**config.mk**
```make
export PLATFORM = sky130hd
export DESIGN_NAME = baud_divider
export DESIGN_NICKNAME = d
export VERILOG_FILES = /design/src/rtl/baud_div_pkg.sv /design/src/rtl/baud_div_regs.sv /design/src/rtl/baud_div_counter.sv /design/src/rtl/baud_div_square.sv /design/src/rtl/baud_divider.sv
export SDC_FILE = /design/constraint.sdc
export NUM_CORES = 1
export LEC_CHECK = 0
export BUFFER_PORTS_ARGS = -buffer_cell sky130_fd_sc_hd__buf_2
export CORE_MARGIN = 5
export CORE_UTILIZATION = 30
export CTS_BUF_LIST = sky130_fd_sc_hd__clkbuf_4 sky130_fd_sc_hd__clkbuf_8
export DETAILED_ROUTE_END_ITERATION = 12
export PLACE_DENSITY_LB_ADDON = 0.25
export SKIP_LAST_GASP = 1
export SLEW_MARGIN = 10
export SYNTH_ARGS = -nofsm -noshare
export SYNTH_HDL_FRONTEND = slang
export SYNTH_SLANG_ARGS = --single-unit
export TNS_END_PERCENT = 30
```
**constraint.sdc**
```tcl
create_clock -name clk -period 2.9 [get_ports clk]
set_input_delay 0.145 -clock clk [delete_from_list [all_inputs] [get_ports clk]]
set_output_delay 0.145 -clock clk [all_outputs]
set_load 0.05 [all_outputs]
```
**src/rtl/baud_div_pkg.sv**
```systemverilog
package baud_div_pkg;

   typedef enum logic {
      GEN_HALT = 1'b0,
      GEN_RUN  = 1'b1
   } gen_state_e;

   localparam int unsigned MIN_RUN_DIV = 2;

endpackage

```
**src/rtl/baud_div_regs.sv**
```systemverilog
module baud_div_regs #(
   parameter int unsigned BYTE_W = 8,
   localparam int unsigned DIV_W = 2 * BYTE_W
) (
   input  logic              clk,
   input  logic              rst_n,
   input  logic              wr_hi,
   input  logic              wr_lo,
   input  logic [BYTE_W-1:0] wr_data,
   output logic [BYTE_W-1:0] stage_hi,
   output logic              commit,
   output logic [DIV_W-1:0]  commit_val,
   output logic [DIV_W-1:0]  div_q
);

   // the commit always pairs with the byte staged before this cycle
   assign commit     = wr_lo;
   assign commit_val = {stage_hi, wr_data};

   always_ff @(posedge clk) begin
      if (!rst_n) begin
         stage_hi <= '0;
         div_q    <= '0;
      end else begin
         if (wr_hi) stage_hi <= wr_data;
         if (wr_lo) div_q    <= commit_val;
      end
   end

endmodule

```
**src/rtl/baud_div_counter.sv**
```systemverilog
module baud_div_counter
   import baud_div_pkg::*;
#(
   parameter int unsigned CNT_W = 16
) (
   input  logic             clk,
   input  logic             rst_n,
   input  logic             load,
   input  logic [CNT_W-1:0] load_val,
   input  logic [CNT_W-1:0] reload_val,
   output logic [CNT_W-1:0] count,
   output logic             running,
   output logic             tick
);

   localparam logic [CNT_W-1:0] ONE     = CNT_W'(1);
   localparam logic [CNT_W-1:0] MIN_DIV = CNT_W'(MIN_RUN_DIV);

   gen_state_e state_q;
   logic       load_ok;
   logic       at_zero;

   assign load_ok = (load_val >= MIN_DIV);
   assign at_zero = (count == '0);
   assign running = (state_q == GEN_RUN);
   assign tick    = running && at_zero;

   always_ff @(posedge clk) begin
      if (!rst_n) begin
         state_q <= GEN_HALT;
         count   <= '0;
      end else if (load) begin
         if (load_ok) begin
            state_q <= GEN_RUN;
            count   <= load_val - ONE;
         end else begin
            state_q <= GEN_HALT;
            count   <= '0;
         end
      end else if (running) begin
         if (at_zero) count <= reload_val - ONE;
         else         count <= count - ONE;
      end
   end

endmodule

```
**src/rtl/baud_div_square.sv**
```systemverilog
module baud_div_square (
   input  logic clk,
   input  logic rst_n,
   input  logic clear,
   input  logic tick,
   output logic sq
);

   always_ff @(posedge clk) begin
      if (!rst_n)      sq <= 1'b0;
      else if (clear)  sq <= 1'b0;
      else if (tick)   sq <= ~sq;
   end

endmodule

```
**src/rtl/baud_divider.sv**
```systemverilog
module baud_divider #(
   parameter int unsigned BYTE_W    = 8,
   parameter int unsigned CNT_W     = 16,
   parameter bit          SQUARE_EN = 1'b1
) (
   input  logic              clk,
   input  logic              rst_n,
   input  logic              wr_hi,
   input  logic              wr_lo,
   input  logic [BYTE_W-1:0] wr_data,
   output logic              tick,
   output logic              sq_clk
);

   if (BYTE_W < 1) begin : g_bad_byte
      $error("baud_divider: BYTE_W must be at least 1");
   end
   if (CNT_W != 2 * BYTE_W) begin : g_bad_width
      $error("baud_divider: CNT_W must equal twice BYTE_W");
   end

   logic [BYTE_W-1:0] hi_w;
   logic              commit_w;
   logic [CNT_W-1:0]  commit_val_w;
   logic [CNT_W-1:0]  div_w;
   logic [CNT_W-1:0]  count_w;
   logic              run_w;

   baud_div_regs #(
      .BYTE_W (BYTE_W)
   ) u_regs (
      .clk        (clk),
      .rst_n      (rst_n),
      .wr_hi      (wr_hi),
      .wr_lo      (wr_lo),
      .wr_data    (wr_data),
      .stage_hi   (hi_w),
      .commit     (commit_w),
      .commit_val (commit_val_w),
      .div_q      (div_w)
   );

   baud_div_counter #(
      .CNT_W (CNT_W)
   ) u_cnt (
      .clk        (clk),
      .rst_n      (rst_n),
      .load       (commit_w),
      .load_val   (commit_val_w),
      .reload_val (div_w),
      .count      (count_w),
      .running    (run_w),
      .tick       (tick)
   );

   if (SQUARE_EN) begin : g_square
      baud_div_square u_sq (
         .clk   (clk),
         .rst_n (rst_n),
         .clear (commit_w),
         .tick  (tick),
         .sq    (sq_clk)
      );
   end else begin : g_no_square
      assign sq_clk = 1'b0;
   end

endmodule

```
==> results of run 1 <==
[Yosys cell counts, drive strengths merged, types with 2 or more instances]
cell type | count | area [um^2]
nor2 | 52 | 195
dfxtp | 42 | 841
mux2i | 25 | 250
o21ai | 22 | 110
a21oi | 17 | 85.1
nor3 | 17 | 90.1
nand2 | 13 | 48.8
clkbuf | 12 | 46.3
nor4 | 12 | 115
xor2 | 12 | 105
xnor2 | 10 | 87.6
buf | 9 | 60.1
or3 | 7 | 43.8
nand4 | 5 | 31.3
o211ai | 5 | 47.5
o22ai | 5 | 31.3
a22oi | 4 | 30.0
a31oi | 4 | 25.0
a21o | 3 | 25.0
ha | 3 | 37.5
inv | 3 | 11.3
nand3 | 3 | 15.0
nor2b | 3 | 18.8
nor4b | 3 | 26.3
a211oi | 2 | 15.0
a41oi | 2 | 17.5
and2 | 2 | 12.5
nand2b | 2 | 12.5
nand4b | 2 | 17.5
o2111ai | 2 | 17.5
o211a | 2 | 20.0
o31ai | 2 | 15.0
or2 | 2 | 12.5
[registers in the layout, summed over array words and instances, names as in the netlist]
signal	count
u_cnt.running	1
u_cnt.count	16
u_regs.stage_hi	8
u_regs.div_q	16
g_square.u_sq.sq	1
[routing by layer]
| layer | up-vias | track usage [%] |
|---|---|---|
| li1 | 1226 | - |
| met4 | 0 | 4.35 |
| met3 | 8 | 2.05 |
| met5 | - | 0 |
| met2 | 53 | 22.9 |
| met1 | 1175 | 20.1 |
[worst reg2reg max path, stage by stage (launching register included)]
cell and delay [ns]:
sky130_fd_sc_hd__dfxtp_1 0.44, sky130_fd_sc_hd__nor4_4 0.10, sky130_fd_sc_hd__and4_1 0.24, sky130_fd_sc_hd__a21oi_1 0.20
sky130_fd_sc_hd__ha_1 0.23, sky130_fd_sc_hd__nor3b_1 0.19, sky130_fd_sc_hd__buf_4 0.17, sky130_fd_sc_hd__o211ai_2 0.14
sky130_fd_sc_hd__or3_1 0.45, sky130_fd_sc_hd__a31oi_1 0.16, sky130_fd_sc_hd__o211a_1 0.16
[kinds of logic (layout without fill, tap and decap cells)]
| group | Yosys count | count (layout) |
|---|---|---|
| flip-flops | 42 | 42 |
| buffers and inverters | 25 | 40 |
| AO/OA/AOI/OAI | 80 | 80 |
| AND/OR/NAND/NOR | 128 | 128 |
| adder cells (fa/ha/maj) | 3 | 3 |
| XOR/XNOR | 22 | 22 |
| multiplexers | 25 | 25 |
[placed cells by master, fill, tap and decap left out, types with 3 or more instances in the layout]
| master | synthesis | layout |
|---|---|---|
| sky130_fd_sc_hd__a21oi_1 | 17 | 17 |
| sky130_fd_sc_hd__a22oi_1 | 4 | 4 |
| sky130_fd_sc_hd__a31oi_1 | 4 | 4 |
| sky130_fd_sc_hd__buf_2 | 3 | 13 |
| sky130_fd_sc_hd__buf_4 | 0 | 15 |
| sky130_fd_sc_hd__clkbuf_8 | 0 | 5 |
| sky130_fd_sc_hd__dfxtp_1 | 42 | 42 |
| sky130_fd_sc_hd__ha_1 | 3 | 3 |
| sky130_fd_sc_hd__inv_1 | 3 | 3 |
| sky130_fd_sc_hd__mux2i_1 | 25 | 25 |
| sky130_fd_sc_hd__nand2_1 | 13 | 13 |
| sky130_fd_sc_hd__nand3_1 | 3 | 3 |
| sky130_fd_sc_hd__nand4_1 | 5 | 5 |
| sky130_fd_sc_hd__nor2_1 | 52 | 52 |
| sky130_fd_sc_hd__nor2b_1 | 3 | 3 |
| sky130_fd_sc_hd__nor3_1 | 16 | 16 |
| sky130_fd_sc_hd__nor4_1 | 7 | 7 |
| sky130_fd_sc_hd__nor4_2 | 4 | 4 |
| sky130_fd_sc_hd__nor4b_1 | 3 | 3 |
| sky130_fd_sc_hd__o211ai_1 | 3 | 3 |
| sky130_fd_sc_hd__o21ai_0 | 22 | 22 |
| sky130_fd_sc_hd__o22ai_1 | 5 | 5 |
| sky130_fd_sc_hd__or3_1 | 7 | 7 |
| sky130_fd_sc_hd__xnor2_1 | 10 | 10 |
| sky130_fd_sc_hd__xor2_1 | 12 | 12 |
[power groups by stage]
stage          sequential [mW]  combinational (mW)  clock [mW]
6_report                 0.666               0.360       0.570
5_1_grt                  0.675               0.397       0.600
4_1_cts                  0.666               0.358       0.580
3_5_place_dp             0.679               0.356           0
3_3_place_gp             0.679               0.356           0
2_1_floorplan            0.660               0.265           0
[worst paths after layout]
| check | slack (ns) | cells past startpoint | end |
|---|---|---|---|
| max | 0.36 | 10 | u_cnt.count[14] |
| max reg2reg | 0.36 | 10 | u_cnt.count[14] |
| min reg2reg | 0.51 | 2 | u_regs.div_q[15] |
| min | 0.15 | 3 | u_regs.stage_hi[0] |
[stage by stage]
stage / cell area, um^2 / std cells / total power, mW / hold slack, ns
final: 3000 / 448 / 1.60 / 0.150
after global routing: 3000 / 448 / 1.67 / 0.166
after CTS: 3000 / 448 / 1.60 / 0.149
after detailed placement: 2870 / 440 / 1.03 / 0.463
after global placement: 2870 / 440 / 1.03 / 0.452
after floorplan: 2660 / 325 / 0.925 / 0.292
[cell type report]
type	count	area, um^2	share of cell area (%)
clock buffers	5	68.8	2.29
inverters	4	15.0	0.500
repair buffers	28	178	5.92
multi-input cells	258	1700	56.5
well taps	108	135	4.50
clock inverters	3	68.8	2.29
flip-flops and latches	42	841	28.0
==> results.txt, run 1 <==
After Yosys synthesis, and, or, nand and nor cells account for 25.7% of the synthesized area. The highest achievable clock rate came out at 394 MHz. The startpoint identified for the worst hold timing path is wr_data[0].

The net total in the final layout came out at 354. The clock insertion delay at the later pin of the skew report came out at 0.30 ns. The yosys synthesis warning count is 0. Once layout is complete, the utilization of the core stands at 34.6%. For the pin with the worst max-slew slack, the measured transition is 0.734 ns. The fraction of synthesized cell area in xor and xnor cells came out at 7.25%.

The netlist area before placement came out at 2660 um^2. The data arrival time of the worst path came out at 2.79 ns. Multiplexer cells account for 9.41% of the synthesized area. Data on the critical path is required at its endpoint by 3.15 ns. The initial standard-cell utilization of the core is 30.6%. The routed wire length on met3 is 310 um. The worst voltage drop across the vdd grid came out at 280 uV. Along the worst path, the maximum fanout reaches 5. Clock tree synthesis found a total of 42 sinks. The number of antenna diodes in the final layout is 0. STA classifies the critical path endpoint as a register.

The post-synthesis async set-or-reset flop share is 0%. The DRC violation count after routing came out at 0. The number of filler cells placed in the layout is 950.

The worst setup path is of the register to register kind. Across the run, the number of max-cap violations was 0. The number of buffer and inverter instances along the worst setup path came out at 1. Cells with a size suffix above 1 make up 14.7% of the layout. The worst hold path class is input pin to register. The total negative slack came out at 0 ns.

STA classifies the critical path startpoint as a register. Yosys mapped the design onto 57 distinct sky130hd cell types. By area, the combinational part of the netlist is dominated by simple AND/OR/NAND/NOR gates. The internal power component came out at 1.11 mW. The number of antenna violations at the first check in global routing came to 0.

The floorplan step defined a core boundary enclosing 8680 um^2. The number of global-route vias before repair came out at 2,380. Setup repair after global routing left no endpoint under its margin. The wire length per cell after detailed routing is 17.2 um. The number of buffers inserted to repair setup after CTS came out at 0. The growth of design area from synthesis to finish came out at 12.9%. The clock skew after layout came out at 0.00565 ns. Before CTS, the worst setup slack after placement is 0.410 ns. The via count came out at 2,462.

The proportion of synthesized chip area in sequential cells is 31.6%. In this run the worst setup path begins at u_cnt.count[6]. The worst slew slack as a fraction of its limit came out at 50.5%. The maximum clock insertion buffer count came out at 2. The height of the die came out at 104 um.

The overall die area came out at 10,800 um^2. The power density of the placed cells came out at 532 nW/um^2. The cell at the root of the clock tree is sky130_fd_sc_hd__clkbuf_8.

The final hold violation count came out at 0. Global routing used 14.4% of the available tracks. The part of the power in combinational logic came out at 22.5%. The number of nets handed over by synthesis was 340. In the post-route analysis, the smallest setup slack over all paths is 0.360 ns. The post-layout minimum cycle time came out at 2.54 ns. The reported leakage power came out at 1.16 nW.

The first-pass iteration count of the detailed router came out at 4. Sequential cells burn 41.7% of the power. The number of instances resized during post-cts repair came out at 0. The number of clock buffers added by TritonCTS is 5. The die is 104 um wide. Summing the areas of all compound-gate instances in the mapped netlist gives 20.0% of the synthesized area. In this run the count of I/O pins placed on the die edge is 14. Summed over all layers, the routed wires come to 7700 um.

The clock transition time at the flip-flop clock pins of the worst setup and hold paths came out at 0.09 ns. At the end of routability-driven placement, the weighted congestion stood at 0.863. The first-pass GRT wire length is 12,900 um. The met2 wire length came out at 3570 um. Of the total power, the share spent switching nets is 30.4%. The count of nets left with antenna violations once routing finished came out at 0. The number of violations reported at the end of detailed-routing iteration 0 is 184. The critical path's largest stage delay is 0.44 ns. The average footprint of a synthesized cell is 8.18 um^2.

CTS built an H-tree with a depth of 2. After synthesis the netlist holds a flip-flop and latch count of 42. In this run the critical register-to-register path is launched from u_cnt.count[6]. The standard-cell row count is 34. After detailed routing, no signal wire sits above met4. After legalization and detailed placement, the total HPWL measured 5800 um. In the routed layout, each cell is associated on average with a via count of 5.50. The number of enable flip-flop cells after synthesis came out at 0.

TritonCTS built the clock tree. The switching power summed over all nets is 0.485 mW. Synthesis produced a netlist whose cell count is 325.

Entering global routing, the biggest net connects 34 pins. The post-route clock period utilization came out at 87.6%. The flow ran to the end, and the final reports show no timing, DRC or antenna violations. The number of max-slew violations in the final report came out at 0. The total congestion overflow is 0. The wire length on met1 came out at 3730 um. Grouping stages by cell kind, the critical path spends the most delay in simple AND/OR/NAND/NOR gates. The number of hold-repair buffers added at the cts stage came out at 0. The adder-cell area share of the yosys netlist is 1.41%. The part of the power in the clock network is 35.7%. The count of final setup violators is 0. The critical path goes through nor4_4 -> and4_1 -> a21oi_1 -> ha_1 -> nor3b_1 -> buf_4 -> o211ai_2 -> or3_1 -> a31oi_1 -> o211a_1. For this run, the leading register cell type out of synthesis is sky130_fd_sc_hd__dfxtp_1. The largest individual stage delay along the critical path comes from the cell sky130_fd_sc_hd__dfxtp_1.

The number of I/O port buffers came out at 13.
(Power assumes the default switching activity.)
==> run 2, diff against run 1 <==
- CORE_UTILIZATION: 30 -> 25
==> run 2 against run 1 <==
Effect of this change:
- utilization fell by 5.7 points
- fmax barely moved
- hold slack improved by 0.0054 ns
- register-to-register slack barely moved
- sequential share of layout area barely moved
- wire length rose by 4.0%
- cell area fell by 0.17%
- power fell by 11%
- largest power group unchanged
- highest routed layer unchanged
==> results.txt, run 2 (same netlist as run 1, synthesis figures left out) <==
The final worst-path setup slack is 0.358 ns. The data required time of the worst path came out at 3.15 ns. Using the TritonRoute via totals, the vias-per-cell ratio works out to 5.18. The overall die area is 12,800 um^2. The top cell types in the final layout, fill and taps aside, are sky130_fd_sc_hd__nor2_1, sky130_fd_sc_hd__dfxtp_1, sky130_fd_sc_hd__mux2i_1, sky130_fd_sc_hd__o21ai_0, sky130_fd_sc_hd__a21oi_1. The critical path goes through nor4_4 -> and4_1 -> a21oi_1 -> ha_1 -> nor3b_1 -> buf_4 -> o211ai_2 -> or3_1 -> a31oi_1 -> o211a_1. The total negative slack came out at 0 ns.

The transition at the pin with the smallest max-transition slack is 0.739 ns. Summed over all cells, the static leakage comes to 1.14 nW. The run finished with clean final reports. The clock transition time at the flip-flop clock pins of the worst setup and hold paths came out at 0.09 ns.

STA classifies the critical path startpoint as a register. The final hold violation count came out at 0. Setup repair after global routing left no endpoint under its margin. The number of buffers added by the clock tree synthesis step is 5. The largest registers in the layout are u_cnt.count: 16 flops, u_regs.div_q: 16 flops, u_regs.stage_hi: 8 flops. The cell at the root of the clock tree is sky130_fd_sc_hd__clkbuf_8. The DRC violation count after routing is 0.

The routed design has 8010 um of wire. The final-layout worst hold slack is 0.155 ns. The count of final setup violators is 0. For this run, the post-layout net count is 355.

The worst register-to-register path ends at u_cnt.count[14]. TritonCTS built the clock tree. The internal power component is 0.938 mW. The final instance area came out at 3000 um^2.

The standard cell core area is 10,400 um^2. The part of the power in combinational logic is 25.9%. The max capacitance violation total came out at 0. The number of violations reported at the end of detailed-routing iteration 0 is 176. The power density of the placed cells came out at 475 nW/um^2.

The post-route clock period utilization came out at 87.7%. The data arrival time of the worst path is 2.79 ns. The post-layout minimum cycle time is 2.54 ns. The initial standard-cell utilization of the core came out at 25.6%. The critical path class is register to register. The min-delay analysis places its worst path in the category input pin to register. The length in cells of the worst reg-to-reg path came out at 10.

The total congestion overflow is 0. The number of filler cells placed in the layout came out at 1,158. The portion of total power attributed to sequential cells came out at 46.6%. The worst-case register-to-register setup slack is 0.36 ns. The via count came out at 2,472. The number of I/O port buffers came out at 13. For this design, the slowest cell found on the critical path is sky130_fd_sc_hd__dfxtp_1.

The maximum clock insertion buffer count came out at 2. The number of buffers inserted to repair setup after CTS is 0. The number of instances resized during post-cts repair came out at 0. 0 antenna diodes ended up in the layout. The number of max-slew violations in the final report came out at 0.

The number of global-route vias before repair is 2,325. The switching share of total power is 34.1%. The clock network accounts for 27.4% of the total power.

The most frequent standard cell in the layout excluding fill and tap cells is sky130_fd_sc_hd__nor2_1. VDD sags by at most 190 uV. The count of boundary I/O pins is 14. The HPWL reported at the end of detailed placement came out at 6020 um. The critical path's largest stage delay is 0.45 ns. OpenSTA, run right after detailed placement, puts the worst setup slack at 0.411 ns.

The clock skew after layout is 0.00436 ns. The worst slew slack as a fraction of its limit came out at 50.2%. The share of cells above drive strength 1 is 15.0%. The H-tree depth is 2. The number of antenna violations at the first check in global routing came out at 0. The remaining antenna violation count came out at 0.

The clock insertion delay at the later pin of the skew report is 0.30 ns. The standard-cell row count is 37. The maximum number of pins on one net before global-route repair came out at 35. The width of the die is 113 um. The growth of design area from synthesis to finish is 12.8%. The wire length per cell after detailed routing is 16.8 um. The number of hold-repair buffers added at the cts stage came out at 0. The routability-driven placement congestion ratio came out at 0.826.

Of all nets on the critical path, the largest fanout is 5. The number of clock sinks came out at 42. For hold timing, the worst endpoint is u_regs.stage_hi[0]. The highest achievable clock rate came out at 393 MHz. The worst setup path is captured at a register.

Counting instances, the worst hold path has a depth of 3. Before antenna repair, the detailed router went through 4 iterations. The switching power summed over all nets is 0.485 mW.

The height of the die is 113 um. The first-pass GRT wire length is 13,100 um. In this run the most critical hold path is launched from wr_data[0].

The placed instances occupy a cell area of 2910 um^2. The global-route usage over all layers is 12.6%. The origin of the critical flop-to-flop path is u_cnt.count[6].
-- run 2: cell count changes in the layout (fill, tap and decap cells not counted) --
cell | before | now
sky130_fd_sc_hd__buf_4 | 15 | 16
sky130_fd_sc_hd__bufinv_16 | 2 | 0
sky130_fd_sc_hd__clkinv_2 | 0 | 1
sky130_fd_sc_hd__clkinvlp_4 | 0 | 1
-- run 2: worst max path at each step --
stage	from	to	slack, ns	depth (start not counted)
final	u_cnt.count[6]	u_cnt.count[14]	0.36	10
after global routing	u_cnt.count[6]	u_cnt.count[6]	0.1	11
after CTS	u_cnt.count[6]	u_cnt.count[6]	0.39	11
after detailed placement	u_cnt.count[6]	u_cnt.count[6]	0.41	11
after global placement	u_cnt.count[6]	u_cnt.count[6]	0.42	11
after floorplan	u_cnt.count[4]	u_cnt.count[6]	0.20	13
-- run 2: critical path, delay by kind of cell (launching register included) --
family | cells | cell delay [ns]
buf+inv | 1 | 0.17
simple gates | 4 | 0.99
compound gates | 4 | 0.66
flops | 1 | 0.45
fa+ha+maj | 1 | 0.23
-- run 2: metrics by stage --
step / std cells / total power, mW / utilization [%]
after CTS: 477 / 1.44 / 28.9
after global placement: 469 / 1.04 / 28.0
after global routing: 477 / 1.51 / 28.9
after detailed placement: 469 / 1.04 / 28.0
final: 477 / 1.42 / 28.9
after floorplan: 325 / 0.925 / -
-- run 2: cell type report --
cell class,instances,area [um^2],share of cell area (%)
repair buffers,29,185,6.18
clock buffers,5,68.8,2.30
multi-input cells,258,1700,56.6
flip-flops and latches,42,841,28.0
clock inverters,3,21.3,0.710
well taps,136,170,5.68
inverters,4,15.0,0.501
-- run 2: per-layer routing --
layer / wire, um / part of all wire, % / vias to the layer above / track usage (%)
li1: - / - / 1224 / -
met1: 3820 / 48 / 1166 / 17.9
met2: 3690 / 46 / 74 / 19.9
met3: 409 / 5.1 / 8 / 1.93
met4: 90 / 1.1 / 0 / 3.37
met5: 0 / 0 / - / 0
-- run 2: power groups by stage --
stage	Clock [mW]	Combinational, mW	Sequential [mW]
floorplan	0	0.265	0.660
global placement	0	0.366	0.675
detailed placement	0	0.366	0.676
CTS	0.410	0.367	0.663
global route	0.438	0.403	0.671
finish	0.391	0.369	0.664
==> run 3, diff against run 2 <==
- CORE_ASPECT_RATIO: unset -> 0.6
==> run 3 against run 2 <==
Effect of this change:
- combinational power up 3%
- flip-flop and latch count did not move
- non-clock buffer count grew 1
- final cell count increased by 0.84%
- cell area up 0.54%
- clock skew barely moved
- die area is 0.53% higher
- critical path type unchanged
- largest power group unchanged
==> results.txt, run 3 (same netlist as run 1, synthesis figures left out) <==
The run finished with clean final reports. The transition at the pin with the smallest max-transition slack came out at 0.652 ns. The tightest min-delay check is of the input pin to register type. Between clock sinks in the finished design, the worst skew comes to 0.00456 ns.

Internal power comes to 0.961 mW. In this run the critical register-to-register path is captured at u_cnt.count[6]. Post-CTS timing repair inserted 0 buffers for setup. The number of non-filler instances in the completed layout is 481. Of the total power, the clock network draws 28.7%.

The type of origin of the critical path is a register. Across all layers, the routed design uses 2,557 vias. Dividing the detail-routed via count by the number of cells gives 5.32. The count of boundary I/O pins came out at 14. The worst slew slack as a fraction of its limit came out at 56.4%. The cell sitting at the root of the clock tree is a sky130_fd_sc_hd__clkbuf_8.

The startpoint identified for the worst register-to-register timing path is u_cnt.count[8]. The standard-cell row count came out at 29. In this run switching power makes up 34.7% of total power.

In the final layout, the registers with the most flip-flops are u_cnt.count: 16 flops, u_regs.div_q: 16 flops, u_regs.stage_hi: 8 flops. The number of max-slew violations in the final report came to 0. The start point of the critical path is u_cnt.count[8]. The power density of the placed cells is 488 nW/um^2.

The share of cells above drive strength 1 came out at 15.2%. The worst slack at placement is 0.382 ns. The number of cells on the worst reg-to-reg path is 11.

STA classifies the critical path endpoint as a register. The final hold violation count is 0. The worst-case register-to-register setup slack came out at 0.34 ns. The DRC violation count after routing came out at 0. The number of hold-repair buffers added at the cts stage is 0. The number of clock sinks came out at 42. The count of final setup violators is 0. The library cell used most frequently in the layout, excluding fill and tap cells, is sky130_fd_sc_hd__nor2_1.

The number of antenna violations at the first check in global routing is 0. The final layout contains routed wiring with a total length of 9000 um. The height of the die is 89.9 um.

Grouping stages by cell kind, the critical path spends the most delay in compound AO/OA/AOI/OAI gates. The net total in the final layout is 356. The data arrival time of the worst path came out at 2.76 ns. The number of stages on the worst setup path is 11. The share of total power dissipated in sequential elements is 45.4%. The total congestion overflow is 0. The data required time of the worst path came out at 3.10 ns. The width of the die is 143 um. The endpoint of the worst setup timing path is u_cnt.count[6]. The number of global-route vias before repair is 2,358. The HPWL reported at the end of detailed placement came out at 6720 um. The number of filler cells placed in the layout is 1,123.

After layout, the worst path uses 88.4% of the clock period. Once detail routing completed, the nets flagged for antenna violations numbered 0. The utilization of the core after routing is 28.7%.

The number of instances in the placed design came out at 473. The growth of design area from synthesis to finish came out at 13.4%. The clock transition time at the flip-flop clock pins of the worst setup and hold paths came out at 0.09 ns. The maximum number of pins on one net before global-route repair is 35. The number of buffers added by the clock tree synthesis step is 5. Setup repair after global routing left no endpoint under its margin. The critical path in this run is classified as register to register.

Setup total negative slack on the finished layout was measured at 0 ns. Together, buffers and inverters on the worst path number 1. The floorplan step defined a die boundary enclosing 12,900 um^2.

The worst path in the final design needs a cycle of 2.56 ns, including I/O delays and setup. Combinational logic burns 25.9% of the power. The initial standard-cell utilization of the core came out at 25.4%. The routability-driven placement congestion ratio is 0.864. Along the worst path, the maximum fanout reaches 5. The final-layout worst hold slack came out at 0.187 ns. The first-pass GRT wire length is 14,100 um. The wire length per cell after detailed routing is 18.7 um. On the worst path, the slowest cell contributes a delay of 0.48 ns. The switching power summed over all nets is 0.510 mW.

Once the clock tree was built, the resizer swapped 0 gates to a different size. The antenna diode count is 0. During placement, the flow inserted port buffers numbering 13. The worst voltage drop across the vdd grid is 178 uV. The library cells used most frequently in the layout, excluding fill and tap cells, are sky130_fd_sc_hd__nor2_1, sky130_fd_sc_hd__dfxtp_1, sky130_fd_sc_hd__mux2i_1, sky130_fd_sc_hd__o21ai_0.

The number of violations reported at the end of detailed-routing iteration 0 is 223. The clock tree from TritonCTS is done. The first-pass iteration count of the detailed router came out at 5. The max capacitance violation total is 0. For the worst-skew pair, the clock arrives at the later sink with an insertion delay of 0.31 ns.

The H-tree depth is 2. The maximum clock insertion buffer count is 2. For this design, the slowest cell found on the critical path is sky130_fd_sc_hd__dfxtp_1. After layout, the worst setup slack is 0.335 ns.

Traced cell by cell, the critical path runs through nor4_2 -> and4_1 -> a21oi_1 -> ha_1 -> nor3b_1 -> buf_4 -> nand2_1 -> o311ai_0 -> o31ai_1 -> a221oi_1 -> nor2_1. The total area inside the core boundary comes to 10,500 um^2. For this run, the total global-route usage over all layers was measured as 14.3%. The highest achievable clock rate is 390 MHz. The reported leakage power is 1.14 nW.
run 3: changes by cell type in the layout (fill, tap and decap cells not counted), sizes merged:
cell / change
buf: +1
clkbuf: +1
clkinv: -1
run 3: metal layers:
layer | track usage (%) | part of all wire, %
met1 | 24.2 | 55
met2 | 16.1 | 35
met3 | 5.25 | 10
met4 | 2.14 | 0.42
met5 | 0 | 0
run 3: final cells by class:
cell class                      count  area, um^2  area share [%]
Clock buffer                        6        82.6            2.74
Inverter                            4        15.0           0.498
Tap cell                          139         174            5.77
Sequential cell                    42         841            27.9
Multi-Input combinational cell    258        1700            56.3
Timing Repair Buffer               30         193            6.39
Clock inverter                      2        12.5           0.415
run 3: how the worst min path moves through the flow:
stage | end | start | depth (start not counted) | slack, ns
floorplan | u_regs.div_q[0] | wr_data[0] | 2 | 0.29
global placement | u_regs.div_q[15] | u_regs.div_q[15] | 2 | 0.48
detailed placement | u_regs.div_q[15] | u_regs.div_q[15] | 2 | 0.50
CTS | u_regs.div_q[5] | wr_data[5] | 3 | 0.18
global route | u_regs.div_q[5] | wr_data[5] | 3 | 0.21
finish | u_regs.div_q[5] | wr_data[5] | 3 | 0.19
run 3: worst min-delay path, delay by kind of cell:
family / cells / cell delay (ns)
buf+inv: 1 / 0.16
mux: 1 / 0.09
simple gates: 1 / 0.07
run 3: power by group through the flow:
| stage | clock network [mW] | logic (mW) | registers (mW) |
|---|---|---|---|
| after floorplan | 0 | 0.265 | 0.660 |
| after global placement | 0 | 0.375 | 0.679 |
| after detailed placement | 0 | 0.372 | 0.680 |
| after CTS | 0.440 | 0.374 | 0.666 |
| after global routing | 0.462 | 0.419 | 0.674 |
| final | 0.422 | 0.381 | 0.668 |
run 3: stage by stage:
stage / instance area, um^2 / power, mW
after CTS: 3010 / 1.48
after global routing: 3010 / 1.56
after floorplan: 2660 / 0.925
after global placement: 2920 / 1.05
after detailed placement: 2920 / 1.05
final: 3010 / 1.47
